--- src/rtl/baud_pkg.sv ---
package baud_pkg;
  // strobes from the control unit to the counting datapaths
  typedef struct packed {
    logic clear;    // restart all counters this edge
    logic runMain;  // x16 divider may count
    logic runLp;    // infrared divider may count
  } ctlStrobes_t;
endpackage

--- src/rtl/baud_ctrl.sv ---
module baud_ctrl
  import baud_pkg::*;
#(
  parameter int INT_W  = 16,
  parameter int FRAC_W = 6,
  parameter int LP_W   = 8
) (
  input  logic              clk,
  input  logic              rstN,
  input  logic              enable,
  input  logic              update,
  input  logic [INT_W-1:0]  intDiv,
  input  logic [FRAC_W-1:0] fracDiv,
  input  logic [LP_W-1:0]   lpDiv,
  output logic [INT_W-1:0]  activeInt,
  output logic [FRAC_W-1:0] activeFrac,
  output logic [LP_W-1:0]   lpReload,
  output ctlStrobes_t       ctl
);
  logic [LP_W-1:0] activeLp;

  always_ff @(posedge clk or negedge rstN) begin
    if (!rstN) begin
      activeInt  <= '0;
      activeFrac <= '0;
      activeLp   <= '0;
    end else if (update) begin
      activeInt  <= intDiv;
      activeFrac <= fracDiv;
      activeLp   <= lpDiv;
    end
  end

  // value the infrared counter reloads from, including the one being loaded now
  assign lpReload = update ? lpDiv : activeLp;

  always_comb begin
    ctl.clear   = update || !enable;
    ctl.runMain = enable && (activeInt != '0);
    ctl.runLp   = enable && (activeLp != '0);
  end

  // load only on the update pulse
  assert_load_R2: assert property (@(posedge clk) disable iff (!rstN)
    update |=> (activeInt == $past(intDiv)) && (activeFrac == $past(fracDiv)));
  // divisors hold without update
  assert_hold_R11: assert property (@(posedge clk) disable iff (!rstN)
    !update |=> $stable(activeInt) && $stable(activeFrac) && $stable(activeLp));
endmodule

--- src/rtl/baud_datapath.sv ---
module baud_datapath
  import baud_pkg::*;
#(
  parameter int INT_W   = 16,
  parameter int FRAC_W  = 6,
  parameter int BIT_DIV = 16
) (
  input  logic              clk,
  input  logic              rstN,
  input  ctlStrobes_t       ctl,
  input  logic [INT_W-1:0]  activeInt,
  input  logic [FRAC_W-1:0] activeFrac,
  output logic              baud16Tick,
  output logic              bitTick
);
  localparam int BIT_W = (BIT_DIV > 1) ? $clog2(BIT_DIV) : 1;
  localparam logic [BIT_W-1:0] BIT_LAST = BIT_W'(BIT_DIV - 1);

  logic [INT_W-1:0]  cnt;
  logic [FRAC_W-1:0] acc;
  logic [FRAC_W:0]   accSum;
  logic              stretch;
  logic [INT_W-1:0]  lastIdx;
  logic              periodEnd;
  logic [BIT_W-1:0]  bitCnt;

  always_comb begin
    accSum    = {1'b0, acc} + {1'b0, activeFrac};
    stretch   = accSum[FRAC_W];
    // a stretched period is activeInt+1 clocks long, so its last index is activeInt
    lastIdx   = stretch ? activeInt : activeInt - 1'b1;
    periodEnd = ctl.runMain && (cnt == lastIdx);
  end

  always_ff @(posedge clk or negedge rstN) begin
    if (!rstN) begin
      cnt        <= '0;
      acc        <= '0;
      baud16Tick <= 1'b0;
    end else if (ctl.clear) begin
      cnt        <= '0;
      acc        <= '0;
      baud16Tick <= 1'b0;
    end else if (ctl.runMain) begin
      baud16Tick <= periodEnd;
      if (periodEnd) begin
        cnt <= '0;
        acc <= accSum[FRAC_W-1:0];
      end else begin
        cnt <= cnt + 1'b1;
      end
    end else begin
      baud16Tick <= 1'b0;
    end
  end

  // per-bit divider; a power-of-two ratio wraps naturally
  generate
    if ((1 << BIT_W) == BIT_DIV) begin : gPow2
      always_ff @(posedge clk or negedge rstN) begin
        if (!rstN)          bitCnt <= '0;
        else if (ctl.clear) bitCnt <= '0;
        else if (baud16Tick) bitCnt <= bitCnt + 1'b1;
      end
    end else begin : gAny
      always_ff @(posedge clk or negedge rstN) begin
        if (!rstN)          bitCnt <= '0;
        else if (ctl.clear) bitCnt <= '0;
        else if (baud16Tick) bitCnt <= (bitCnt == BIT_LAST) ? '0 : bitCnt + 1'b1;
      end
    end
  endgenerate

  assign bitTick = baud16Tick && (bitCnt == BIT_LAST);

  // count never runs past the current period's end
  assert_cnt_bound_R3: assert property (@(posedge clk) disable iff (!rstN)
    (ctl.runMain && !ctl.clear) |-> (cnt <= lastIdx));
  // no strobe without a legal running divisor
  assert_zero_int_silent_R7: assert property (@(posedge clk) disable iff (!rstN)
    baud16Tick |-> $past(ctl.runMain));
  // the accumulator moves only at a period end
  assert_acc_hold_R6: assert property (@(posedge clk) disable iff (!rstN)
    (!ctl.clear && !periodEnd) |=> $stable(acc));
  // bit counter advances only on a strobe
  assert_bit_hold_R8: assert property (@(posedge clk) disable iff (!rstN)
    (!ctl.clear && !baud16Tick) |=> $stable(bitCnt));
endmodule

--- src/rtl/irda_lp_div.sv ---
module irda_lp_div
  import baud_pkg::*;
#(
  parameter int LP_W = 8
) (
  input  logic            clk,
  input  logic            rstN,
  input  ctlStrobes_t     ctl,
  input  logic [LP_W-1:0] lpReload,
  output logic            lpTick
);
  logic [LP_W-1:0] lpCnt;

  always_ff @(posedge clk or negedge rstN) begin
    if (!rstN) begin
      lpCnt  <= '0;
      lpTick <= 1'b0;
    end else if (ctl.clear) begin
      lpCnt  <= lpReload - 1'b1;
      lpTick <= 1'b0;
    end else if (ctl.runLp) begin
      if (lpCnt == '0) begin
        lpCnt  <= lpReload - 1'b1;
        lpTick <= 1'b1;
      end else begin
        lpCnt  <= lpCnt - 1'b1;
        lpTick <= 1'b0;
      end
    end else begin
      lpTick <= 1'b0;
    end
  end

  // a zero divisor or low enable keeps the strobe off
  assert_lp_off_R9: assert property (@(posedge clk) disable iff (!rstN)
    lpTick |-> $past(ctl.runLp));
  // the counter never exceeds its reload value while running
  assert_lp_bound_R9: assert property (@(posedge clk) disable iff (!rstN)
    (ctl.runLp && !ctl.clear) |-> (lpCnt < lpReload));
endmodule

--- src/rtl/frac_baud_gen.sv ---
module frac_baud_gen
  import baud_pkg::*;
#(
  parameter int INT_W   = 16,
  parameter int FRAC_W  = 6,
  parameter int LP_W    = 8,
  parameter int BIT_DIV = 16
) (
  input  logic              clk,
  input  logic              rstN,
  input  logic              enable,
  input  logic              update,
  input  logic [INT_W-1:0]  intDiv,
  input  logic [FRAC_W-1:0] fracDiv,
  input  logic [LP_W-1:0]   lpDiv,
  output logic              baud16Tick,
  output logic              bitTick,
  output logic              lpTick
);
  ctlStrobes_t       ctl;
  logic [INT_W-1:0]  activeInt;
  logic [FRAC_W-1:0] activeFrac;
  logic [LP_W-1:0]   lpReload;

  baud_ctrl #(.INT_W(INT_W), .FRAC_W(FRAC_W), .LP_W(LP_W)) uCtrl (
    .clk(clk), .rstN(rstN), .enable(enable), .update(update),
    .intDiv(intDiv), .fracDiv(fracDiv), .lpDiv(lpDiv),
    .activeInt(activeInt), .activeFrac(activeFrac), .lpReload(lpReload),
    .ctl(ctl));

  baud_datapath #(.INT_W(INT_W), .FRAC_W(FRAC_W), .BIT_DIV(BIT_DIV)) uData (
    .clk(clk), .rstN(rstN), .ctl(ctl),
    .activeInt(activeInt), .activeFrac(activeFrac),
    .baud16Tick(baud16Tick), .bitTick(bitTick));

  irda_lp_div #(.LP_W(LP_W)) uLp (
    .clk(clk), .rstN(rstN), .ctl(ctl), .lpReload(lpReload), .lpTick(lpTick));

  // reset leaves every strobe low
  assert_reset_quiet_R1: assert property (@(posedge clk)
    !rstN |=> !baud16Tick && !lpTick);
endmodule

--- config.mk ---
export PLATFORM = sky130hd
export DESIGN_NAME = frac_baud_gen
export DESIGN_NICKNAME = d
export VERILOG_FILES = /design/src/rtl/baud_pkg.sv /design/src/rtl/baud_ctrl.sv /design/src/rtl/baud_datapath.sv /design/src/rtl/irda_lp_div.sv /design/src/rtl/frac_baud_gen.sv
export SDC_FILE = /design/constraint.sdc
export NUM_CORES = 1
export LEC_CHECK = 0
export CAP_MARGIN = 20
export CELL_PAD_IN_SITES_DETAIL_PLACEMENT = 0
export CELL_PAD_IN_SITES_GLOBAL_PLACEMENT = 1
export CORE_MARGIN = 1
export CORE_UTILIZATION = 39
export DETAILED_ROUTE_END_ITERATION = 7
export DONT_BUFFER_PORTS = 1
export PLACE_DENSITY_LB_ADDON = 0.3
export SYNTH_ARGS = -nofsm -noshare
export SYNTH_HDL_FRONTEND = slang
export SYNTH_SLANG_ARGS = --single-unit
--- constraint.sdc ---
create_clock -name clk -period 3.65 [get_ports clk]
set_clock_uncertainty 0.2 [all_clocks]
set_input_delay 0.5475 -clock clk [delete_from_list [all_inputs] [get_ports clk]]
set_output_delay 0.5475 -clock clk [all_outputs]
set_load 0.05 [all_outputs]
==> flow_summary.yaml <==
outcome:
  status: "finished clean"
critical_path:
  startpoint: "uCtrl.activeFrac[0]$_DFFE_PN0P_"
  reg2reg_slack_ns: 0.18
  path_class: "reg2reg"
  required_ns: 3.66
  worstPathArrival_ns: 3.48
  r2r_start: "uCtrl.activeFrac[0]$_DFFE_PN0P_"
  timing.rr.end: "uData.cnt[8]$_DFFE_PN0P_"
  path_max_fanout: 15
  reg2regPathDepth: 10
  critPathCaptureType: "flop"
  crit_path_start_kind: "flop"
  crit_path_end: "uData.cnt[8]$_DFFE_PN0P_"
global_route:
  grt_overflow: 0
  grt_start_max_net_pins: 67
  grt_pass1_wl_mm: 15.81
  grt_pass1_vias: 3165
  grt_use_total_pct: 18.17
  antenna_found_initial: 0
finish:
  regArea_mm2: 0.001652
  n_fill_cell: 968
  multi_input_comb_area_mm2: 0.002285
  layout-drive-gt1-share_pct: 12.53
  num_antenna_cells: 0
  final_cells: 556
  nets: 465
  area.growth.synth_to_final_pct: 9.932
clock_network:
  clk_latency_ns: 0.34
  cts_tree: "done"
  clock_path_buffers: 2
  path_clk_slew_ns: 0.07
  cts_max_level: 3
  cts-buffers-inserted: 9
  numClockSinks: 66
  cts_root_buf: "clkbuf_8"
placement:
  io_buffers: 0
  dp_cells: 538
  place_ws_ns: -0.02515
  gp_congestion: 0.8547
  dp_hpwl_mm: 6.456
sta:
  layout_setup_ws_ns: 0.1825
  rsz0062_at_grt: "no"
  final.min_clock_period_ns: 3.468
  final-max-slew-violation-count: 0
  holdWs_ns: 0.1246
  slew_headroom_pct: 41.74
  timing.fmax_mhz: 288.4
  worst_pin_slew_ns: 0.8707
  setup_viol: 0
  post-route-period-util_pct: 95.00
  hold_violations: 0
yosys:
  synth_nets: 467
  yosysWarnings: 0
  syn_area_per_cell_um2: 9.658
  synth_top_area_share_pct: 40.72
  yosysTopAreaCell: "dfrtp_1"
  ys_ff_latch: 66
  synth_area_leaders: "dfrtp_1 (41%), mux2_2 (6.7%), xnor2_1 (5.4%)"
  synthArstFlopShare_pct: 100.0
  synth_cell_types: 59
  ys_seq_area_share_pct: 40.72
  syn_area_mm2: 0.004056
  synth_flop_cell: "dfrtp_1"
  synth_cells: 420
  synth_edf_count: 0
power:
  power_density_mw_per_mm2: 407.1
  total_power_uw: 1815
  p_leak_uw: 0.001868
  vdd_drop_max_v: 0.0001945
routing:
  drt_iter0_drc: 146
  firstDrtPassIters: 4
  vias: 3123
  ant_nets: 0
  drc: 0
  routedWlPerCell_um: 16.52
  viasPerCell: 5.617
  drt-total-wl_mm: 9.183
floorplanning:
  die_area_mm2: 0.01081
  core_area_mm2: 0.009910
  die_w_um: 104.0
  ios: 37
  initial_utilization_pct: 40.93
  std_cell_rows: 36
  fp.dieH_um: 104.0
flow_run:
  cap_violations: 0
min_path:
  hold_path.class: "in2reg"
  hold-path-cell-count: 1
==> synth_stat cells (all sizes together) (2+ instances only) <==
cell / n
a2111o: 2
and3b: 2
a31oi: 3
a21oi: 11
o21ai: 18
o21bai: 2
or3: 4
nand2b: 4
and3: 3
nand3b: 4
nand3: 12
dfrtp: 66
nor4: 6
o22ai: 3
mux2: 24
or4: 6
a211oi: 2
nor2: 26
a2111oi: 2
buf: 5
o311ai: 2
o211ai: 2
and2: 4
ha: 12
xnor2: 25
clkbuf: 16
and4: 4
nor3: 23
a21o: 2
inv: 12
nor2b: 4
nand4: 8
nand2: 42
nor3b: 2
mux2i: 13
xor2: 22
a22o: 4
==> worst min path at each step <==
stage | startpoint | end | slack [ns]
after floorplan | rstN | uCtrl.activeFrac[0]$_DFFE_PN0P_ | 0.05
after global placement | rstN | uCtrl.activeInt[9]$_DFFE_PN0P_ | 0.05
after detailed placement | rstN | uCtrl.activeInt[9]$_DFFE_PN0P_ | 0.05
after CTS | update | uCtrl.activeInt[8]$_DFFE_PN0P_ | 0.11
after global routing | update | uCtrl.activeInt[0]$_DFFE_PN0P_ | 0.12
final | update | uCtrl.activeInt[0]$_DFFE_PN0P_ | 0.12
==> layer usage <==
metal  up-vias  global-route usage (%)  wire length (um)
met3        11                   3.697               385
met1      1545                   23.38              4253
met4         0                   5.204               114
li1       1512                       -                 -
met2        55                   30.81              4430
met5         -                       0                 0
==> timing repair <==
item | 4_1_cts | 5_1_grt
hold buffers | 2 | 0
resized for setup | 1 | 5
hold endpoints to repair | 66 | 0
buffers inserted | 0 | 0
endpoints found under the setup margin | 1 | 8
cloned | 0 | 0
==> critical path, cell delays in order, from the launching register on <==
cell      delay [ns]
dfrtp_1         0.39
ha_1            0.23
fa_1            0.40
a21o_1          0.22
and4_2          0.31
o41ai_1         0.46
mux2i_1         0.17
a2111o_1        0.43
a211oi_2        0.21
buf_4           0.24
nor3_1          0.08
==> through the flow <==
stage | cell area [um^2] | utilization [%] | TNS, ns
floorplan | 4056 | - | 0
global placement | 4179 | 42.17 | -0.01266
detailed placement | 4179 | 42.17 | -0.02515
CTS | 4447 | 44.87 | 0
global route | 4459 | 45.00 | 0
finish | 4459 | 45.00 | 0
==> cell usage in the layout (no fill, tap or decap), types with 5 or more instances in the layout <==
cell type and n:
dfrtp_1 66, nand2_1 42, nor2_1 26, xnor2_1 25, mux2_2 24, nor3_1 23
xor2_1 22, o21ai_0 18, mux2i_1 13, inv_1 12, nand3_1 12, ha_1 12
a21oi_1 11, clkbuf_8 11, nand4_1 8, or4_1 6, buf_4 6, nor4_1 5
==> flip-flops by register name, indices dropped and copies added (netlist names) <==
register          flops
uCtrl.activeInt      16
uData.cnt            16
uCtrl.activeLp        8
uLp.lpCnt             8
uCtrl.activeFrac      6
uData.acc             6
uData.bitCnt          4
uData.baud16Tick      1
uLp.lpTick            1
==> area by class of cell <==
cell class                      instances  share of cell area (%)
Clock buffer                           12                   3.479
Clock inverter                          4                   1.655
Inverter                               12                   1.010
Multi-Input combinational cell        321                   51.23
Sequential cell                        66                   37.04
Tap cell                              133                   3.732
Timing Repair Buffer                    8                   1.852
==> power breakdown <==
| group | leakage, uW | switching [uW] | total, uW | internal [uW] |
|---|---|---|---|---|
| registers | 0.000836 | 63.4 | 847 | 784 |
| clock network | 0.000117 | 286 | 708 | 423 |
| logic | 0.000915 | 140 | 260 | 120 |
==> logic make-up (layout without fill, tap and decap cells) <==
kind of cell             after synthesis  in the layout  share of synthesized area, %
AO/OA/AOI/OAI                         67             67                         11.47
adder cells (fa/ha/maj)               13             13                         4.195
AND/OR/NAND/NOR                      157            157                         20.30
flip-flops                            66             66                         40.72
buffers and inverters                 33             36                         3.300
multiplexers                          37             37                         9.870
XOR/XNOR                              47             47                         10.15
No activity file was read; power rests on OpenSTA's default activity.
